--- config.mk ---
export PLATFORM = sky130hd
export DESIGN_NAME = tmr8_top
export DESIGN_NICKNAME = d
export VERILOG_FILES = /design/src/rtl/tmr8_pkg.sv /design/src/rtl/tmr8_prescale.sv /design/src/rtl/tmr8_clksel.sv /design/src/rtl/tmr8_core.sv /design/src/rtl/tmr8_top.sv
export SDC_FILE = /design/constraint.sdc
export NUM_CORES = 1
export LEC_CHECK = 0
export BUFFER_PORTS_ARGS = -buffer_cell sky130_fd_sc_hd__buf_2
export CAP_MARGIN = 10
export CORE_AREA = 2 2 80 82
export CTS_CLUSTER_DIAMETER = 120
export DETAILED_ROUTE_END_ITERATION = 7
export DIE_AREA = 0 0 82 84
export PLACE_DENSITY = 0.67
export SYNTH_ARGS = -nofsm -noshare
export SYNTH_HDL_FRONTEND = slang
export SYNTH_HIERARCHICAL = 1
export SYNTH_SLANG_ARGS = --single-unit
--- constraint.sdc ---
create_clock -name clk -period 3.3 [get_ports clk]
set_input_delay 0.33 -clock clk [delete_from_list [all_inputs] [get_ports clk]]
set_output_delay 0.33 -clock clk [all_outputs]
set_load 0.01 [all_outputs]
--- src/rtl/tmr8_pkg.sv ---
package tmr8_pkg;

    typedef enum logic [1:0] {
        SRC_OFF  = 2'd0,
        SRC_DIV  = 2'd1,
        SRC_FALL = 2'd2,
        SRC_RISE = 2'd3
    } src_e;

    localparam logic [2:0] ADR_CTRL = 3'd0;
    localparam logic [2:0] ADR_CMP  = 3'd1;
    localparam logic [2:0] ADR_CNT  = 3'd2;
    localparam logic [2:0] ADR_FLAG = 3'd3;
    localparam logic [2:0] ADR_MASK = 3'd4;

    localparam int NUM_TAPS = 4;

    function automatic int tap_bits(input int idx);
        case (idx)
            0:       tap_bits = 3;
            1:       tap_bits = 6;
            2:       tap_bits = 8;
            default: tap_bits = 10;
        endcase
    endfunction

    function automatic src_e decode_src(input logic [2:0] code);
        case (code)
            3'b000:  decode_src = SRC_OFF;
            3'b110:  decode_src = SRC_FALL;
            3'b111:  decode_src = SRC_RISE;
            default: decode_src = SRC_DIV;
        endcase
    endfunction

endpackage

--- src/rtl/tmr8_prescale.sv ---
module tmr8_prescale #(
    parameter int PRE_W = 10
) (
    input  logic                          clk,
    input  logic                          rst_n,
    output logic [tmr8_pkg::NUM_TAPS-1:0] tap_hit_o
);
    import tmr8_pkg::*;

    logic [PRE_W-1:0] pre_q;

    always_ff @(posedge clk or negedge rst_n) begin
        if (!rst_n) pre_q <= '0;
        else        pre_q <= pre_q + 1'b1;
    end

    for (genvar g = 0; g < NUM_TAPS; g++) begin : g_tap
        localparam int          BITS = tap_bits(g);
        localparam logic [PRE_W-1:0] MASK = PRE_W'((64'd1 << BITS) - 64'd1);
        assign tap_hit_o[g] = ((pre_q & MASK) == MASK);
    end

endmodule

--- src/rtl/tmr8_clksel.sv ---
module tmr8_clksel #(
    parameter int PRE_W  = 10,
    parameter int SYNC_N = 2
) (
    input  logic       clk,
    input  logic       rst_n,
    input  logic       cfg_wr,
    input  logic [2:0] cfg_code,
    input  logic       ext_pin,
    output logic       tick_o
);
    import tmr8_pkg::*;

    src_e       state_q;
    logic [2:0] code_q;
    logic [NUM_TAPS-1:0] tap_hit;
    logic [SYNC_N-1:0]   sync_q;
    logic                hist_q;
    logic                pin_s;
    logic                rise_hit;
    logic                fall_hit;

    tmr8_prescale #(.PRE_W(PRE_W)) u_pre (
        .clk       (clk),
        .rst_n     (rst_n),
        .tap_hit_o (tap_hit)
    );

    // synchroniser chain plus one history flop for edge detection
    always_ff @(posedge clk or negedge rst_n) begin
        if (!rst_n) begin
            sync_q <= '0;
            hist_q <= 1'b0;
        end else begin
            sync_q <= {sync_q[SYNC_N-2:0], ext_pin};
            hist_q <= sync_q[SYNC_N-1];
        end
    end

    assign pin_s    = sync_q[SYNC_N-1];
    assign rise_hit = pin_s & ~hist_q;
    assign fall_hit = ~pin_s & hist_q;

    // state register: source state changes only on a control write
    always_ff @(posedge clk or negedge rst_n) begin
        if (!rst_n) begin
            state_q <= SRC_OFF;
            code_q  <= 3'b000;
        end else if (cfg_wr) begin
            state_q <= decode_src(cfg_code);
            code_q  <= cfg_code;
        end
    end

    // output process: tick from the current source state
    always_comb begin
        tick_o = 1'b0;
        unique case (state_q)
            SRC_OFF:  tick_o = 1'b0;
            SRC_DIV: begin
                case (code_q)
                    3'b001:  tick_o = 1'b1;
                    3'b010:  tick_o = tap_hit[0];
                    3'b011:  tick_o = tap_hit[1];
                    3'b100:  tick_o = tap_hit[2];
                    3'b101:  tick_o = tap_hit[3];
                    default: tick_o = 1'b0;
                endcase
            end
            SRC_FALL: tick_o = fall_hit;
            SRC_RISE: tick_o = rise_hit;
        endcase
    end

    AST_OFF_NO_TICK: assert property (@(posedge clk) disable iff (!rst_n)
        (state_q == SRC_OFF) |-> !tick_o);

    AST_EXT_SINGLE_TICK: assert property (@(posedge clk) disable iff (!rst_n)
        (tick_o && (state_q == SRC_FALL || state_q == SRC_RISE) && !cfg_wr) |=> !tick_o);

endmodule

--- src/rtl/tmr8_core.sv ---
module tmr8_core #(
    parameter int CW = 8
) (
    input  logic          clk,
    input  logic          rst_n,
    input  logic          tick_i,
    input  logic          wr_en,
    input  logic [2:0]    wr_addr,
    input  logic [CW-1:0] wr_data,
    output logic [CW-1:0] cnt_o,
    output logic [CW-1:0] cmp_act_o,
    output logic          flag_o,
    output logic          irq_o
);
    import tmr8_pkg::*;

    localparam logic [CW-1:0] CNT_MAX = '1;
    localparam logic [CW-1:0] CNT_BOT = '0;

    logic [CW-1:0] cnt_q, buf_q, act_q;
    logic          top_mode_q, mask_q, flag_q;
    logic [CW-1:0] top_val;
    logic          at_top, hit, cnt_wr, cmp_wr, ctl_wr, flg_clr, msk_wr;

    assign cnt_wr  = wr_en && (wr_addr == ADR_CNT);
    assign cmp_wr  = wr_en && (wr_addr == ADR_CMP);
    assign ctl_wr  = wr_en && (wr_addr == ADR_CTRL);
    assign msk_wr  = wr_en && (wr_addr == ADR_MASK);
    assign flg_clr = wr_en && (wr_addr == ADR_FLAG) && wr_data[0];

    assign top_val = top_mode_q ? act_q : CNT_MAX;
    assign at_top  = (cnt_q == top_val);
    assign hit     = tick_i && (cnt_q == act_q);

    always_ff @(posedge clk or negedge rst_n) begin
        if (!rst_n) begin
            top_mode_q <= 1'b0;
            mask_q     <= 1'b0;
        end else begin
            if (ctl_wr) top_mode_q <= wr_data[3];
            if (msk_wr) mask_q     <= wr_data[0];
        end
    end

    always_ff @(posedge clk or negedge rst_n) begin
        if (!rst_n)      cnt_q <= CNT_BOT;
        else if (cnt_wr) cnt_q <= wr_data;
        else if (tick_i) cnt_q <= at_top ? CNT_BOT : cnt_q + 1'b1;
    end

    always_ff @(posedge clk or negedge rst_n) begin
        if (!rst_n) begin
            buf_q <= '0;
            act_q <= '0;
        end else begin
            if (cmp_wr) buf_q <= wr_data;
            if (!top_mode_q)          act_q <= cmp_wr ? wr_data : buf_q;
            else if (tick_i && at_top) act_q <= buf_q;
        end
    end

    always_ff @(posedge clk or negedge rst_n) begin
        if (!rst_n)       flag_q <= 1'b0;
        else if (hit)     flag_q <= 1'b1;
        else if (flg_clr) flag_q <= 1'b0;
    end

    assign cnt_o     = cnt_q;
    assign cmp_act_o = act_q;
    assign flag_o    = flag_q;
    assign irq_o     = flag_q & mask_q;

    AST_HOLD_NO_TICK: assert property (@(posedge clk) disable iff (!rst_n)
        (!tick_i && !cnt_wr) |=> $stable(cnt_q));

    AST_WRAP_TO_BOTTOM: assert property (@(posedge clk) disable iff (!rst_n)
        (tick_i && !cnt_wr && at_top) |=> (cnt_q == CNT_BOT));

    AST_MATCH_SETS_FLAG: assert property (@(posedge clk) disable iff (!rst_n)
        (tick_i && (cnt_q == act_q)) |=> flag_q);

    AST_CLEAR_DROPS_FLAG: assert property (@(posedge clk) disable iff (!rst_n)
        (flg_clr && !tick_i) |=> !flag_q);

    AST_WRITE_BEATS_TICK: assert property (@(posedge clk) disable iff (!rst_n)
        cnt_wr |=> (cnt_q == $past(wr_data)));

endmodule

--- src/rtl/tmr8_top.sv ---
module tmr8_top #(
    parameter int CW     = 8,
    parameter int PRE_W  = 10,
    parameter int SYNC_N = 2
) (
    input  logic          clk,
    input  logic          rst_n,
    input  logic          ext_pin,
    input  logic          wr_en,
    input  logic [2:0]    wr_addr,
    input  logic [CW-1:0] wr_data,
    output logic [CW-1:0] cnt_o,
    output logic [CW-1:0] cmp_act_o,
    output logic          flag_o,
    output logic          irq_o
);
    import tmr8_pkg::*;

    logic tick;
    logic cfg_wr;

    assign cfg_wr = wr_en && (wr_addr == ADR_CTRL);

    tmr8_clksel #(.PRE_W(PRE_W), .SYNC_N(SYNC_N)) u_clksel (
        .clk      (clk),
        .rst_n    (rst_n),
        .cfg_wr   (cfg_wr),
        .cfg_code (wr_data[2:0]),
        .ext_pin  (ext_pin),
        .tick_o   (tick)
    );

    tmr8_core #(.CW(CW)) u_core (
        .clk       (clk),
        .rst_n     (rst_n),
        .tick_i    (tick),
        .wr_en     (wr_en),
        .wr_addr   (wr_addr),
        .wr_data   (wr_data),
        .cnt_o     (cnt_o),
        .cmp_act_o (cmp_act_o),
        .flag_o    (flag_o),
        .irq_o     (irq_o)
    );

    AST_IRQ_NEEDS_FLAG: assert property (@(posedge clk) disable iff (!rst_n)
        irq_o |-> flag_o);

endmodule

==> metrics <==
status completed; First-pass DRT Iterations 5; # Max-Cap Violations 0; final cell count without fillers ~330; Avg Inst Size Synth ~10 sq um; asr flop ratio synth 100%; relative slew slack 29.3%; clock sinks 45; Critical Path RT 3.49 ns; Max Slew Vio Count 0; row count 29; final wirelength 5270 um; Area Growth Syn to Fin 14.4%; CTS Buf Count 5; Post-Place Cells between 300 and 400; critical path class register to register; most common library cells after synthesis dfrtp_1 (45), nand2_1 (24), inv_1 (18); GRT Overall Usage 17.1%; Worst Skew 0.00630 ns; min cycle time layout 3.05 ns; via count approximately 1800; Clock Root Buffer clkbuf_8; sequential share of the synthesized area 48.8%; vias in the first global route 1797; Max Clk Rate 328 MHz; initial antenna violation count 0; startpoint types register; # port buffers 32; Post-Syn Area 0.00231 sq mm; Initial Util 37.8%; die height between 80 and 90 um; Max Buffers Root-to-Sink 2; CTS clk-pin slew, worst paths roughly 0.09 ns; Post-route DRC 0; Setup crit end kind register; Placer Congestion 0.792; Final period util between 90 and 100%; fillcell total 589; Synth cell types 44; critical-path cell list ha_1 > and4_1 > and4_4 > a221oi_1 > o41ai_2 > nand2_1 > or4_1 > mux2_4; post-CTS setup buffer count 0; setup TNS 0 ns; Worst Hold Class primary input to register; DR vias/cell 5.36; total die area 0.00689 sq mm; Hold Buf Count CTS 0; CP Data Arrival Time approximately 3.2 ns; Crit path largest cell delay 0.80 ns; H-tree levels 2; largest net degree at the start of global routing 46; Final #Nets 274; CTS tree built; first-pass GRT wire length 9030 um; R2R cell count 8; Synth Net Count 239; Synth warnings 6; EDFF count, synth 0; hold path depth 1; main area contributors after synthesis dfrtp_1 (49%), mux2_2 (4.9%), nand2_1 (3.9%); RSZ-0062 raised after global routing false; Main synth FF type dfrtp_1; leak pwr 1.22 nW; DP HPWL 3790 um; Worst-Skew Late Latency just under 0.3 ns; Slowest cell on crit path or4_1; post-synthesis cell count 221; multi-input logic area about 0.0011 sq mm; ant diodes 0; Die X between 80 and 90 um; endpoints failing setup 0; Synth area leader dfrtp_1; Seq cells post-synth 45; post_cts resized 0; top cell type's share of synthesized area 48.8%; Worst Tran Pin Value 1.06 ns; Starting DRT DRC Count 103; worst vdd ir 0.285 mV; Core Area 0.00610 sq mm; PwrDens 687 mW/mm^2; top-level I/O count 33; Sequential Area 0.00113 sq mm; Routed WL per cell approximately 16 um; grt ovf 0; final hold violations 0; count leader, synth dfrtp_1; share of cells above drive strength 1 24.1%; critical path peak fanout 8; post-route ant nets 0
-- through the flow --
stage	utilization (%)	hold slack, ns	total power [mW]	area (sq um)	worst slack, ns
finish	43.3	0.134	1.81	2640	0.255
CTS	43.3	0.124	1.82	2640	0.268
global placement	41.9	0.341	1.45	2550	0.319
detailed placement	41.9	0.341	1.47	2550	0.281
global route	43.3	0.112	1.95	2640	0.0472
floorplan	-	0.0344	1.23	2310	0.616
-- cell families after synthesis --
| group | share of synthesized area, % |
|---|---|
| AO/OA/AOI/OAI | 11.7 |
| XOR/XNOR | 6.40 |
| adder cells (fa/ha/maj) | 1.63 |
| buffers and inverters | 4.61 |
| flip-flops | 48.8 |
| multiplexers | 9.22 |
| AND/OR/NAND/NOR | 17.6 |
-- path summary, 6_finish.rpt --
| kind | startpoint | end | slack (ns) |
|---|---|---|---|
| setup / recovery | u_clksel/u_pre/pre_q[0]$_DFF_PN0_ | u_core/cmp_act_o[1]$_DFFE_PN0P_ | 0.25 |
| hold / removal | ext_pin | u_clksel/sync_q[0]$_DFF_PN0_ | 0.13 |
| setup reg to reg | u_clksel/u_pre/pre_q[0]$_DFF_PN0_ | u_core/cmp_act_o[1]$_DFFE_PN0P_ | 0.25 |
| hold reg to reg | u_clksel/sync_q[0]$_DFF_PN0_ | u_clksel/sync_q[1]$_DFF_PN0_ | 0.36 |
| max in group asynchronous | rst_n | u_core/cnt_o[6]$_DFFE_PN0P_ | 2.50 |
| min in group asynchronous | rst_n | u_clksel/sync_q[0]$_DFF_PN0_ | 0.19 |
-- metal layers --
layer	routed length (um)	part of all wire, %	track usage, %
met1	2420	46	25.5
met2	2390	45	24.4
met3	371	7.0	4.00
met4	87	1.7	5.45
met5	0	0	0
-- where the power goes --
part	switching (mW)	internal (mW)
registers	0.164	0.677
logic	0.337	0.298
clock network	0.186	0.149
total	0.686	1.13
-- worst max-delay path, delay by kind of cell, from the launching register on --
| kind | cells | cell delay (ns) |
|---|---|---|
| AO/OA/AOI/OAI | 2 | 0.58 |
| flip-flops | 1 | 0.38 |
| AND/OR/NAND/NOR | 4 | 1.39 |
| adder cells (fa/ha/maj) | 1 | 0.19 |
| multiplexers | 1 | 0.39 |
-- layout by cell type, fill, tap and decap left out, types with 7 or more instances in the layout --
master / instances
dfrtp_1: 45
nor2_1: 8
nand3_1: 9
nand2_1: 24
o221ai_1: 7
buf_2: 32
o21ai_0: 14
mux2_2: 10
inv_1: 18
xnor2_1: 10
-- layout make-up --
type	instances	share of cell area (%)
flip-flops and latches	45	42.7
multi-input cells	150	40.7
repair buffers	35	6.92
well taps	77	3.65
clock buffers	6	2.75
inverters	19	2.70
clock inverters	2	0.569
-- registers in the layout (all words and copies together) (netlist names), 2 cells and up --
register              flops
u_clksel/u_pre/pre_q     10
u_clksel/state_q          2
u_clksel/code_q           3
u_core/cnt_o              8
u_core/cmp_act_o          8
u_clksel/sync_q           2
u_core/buf_q              8
Power figures use the tool's default switching activity.
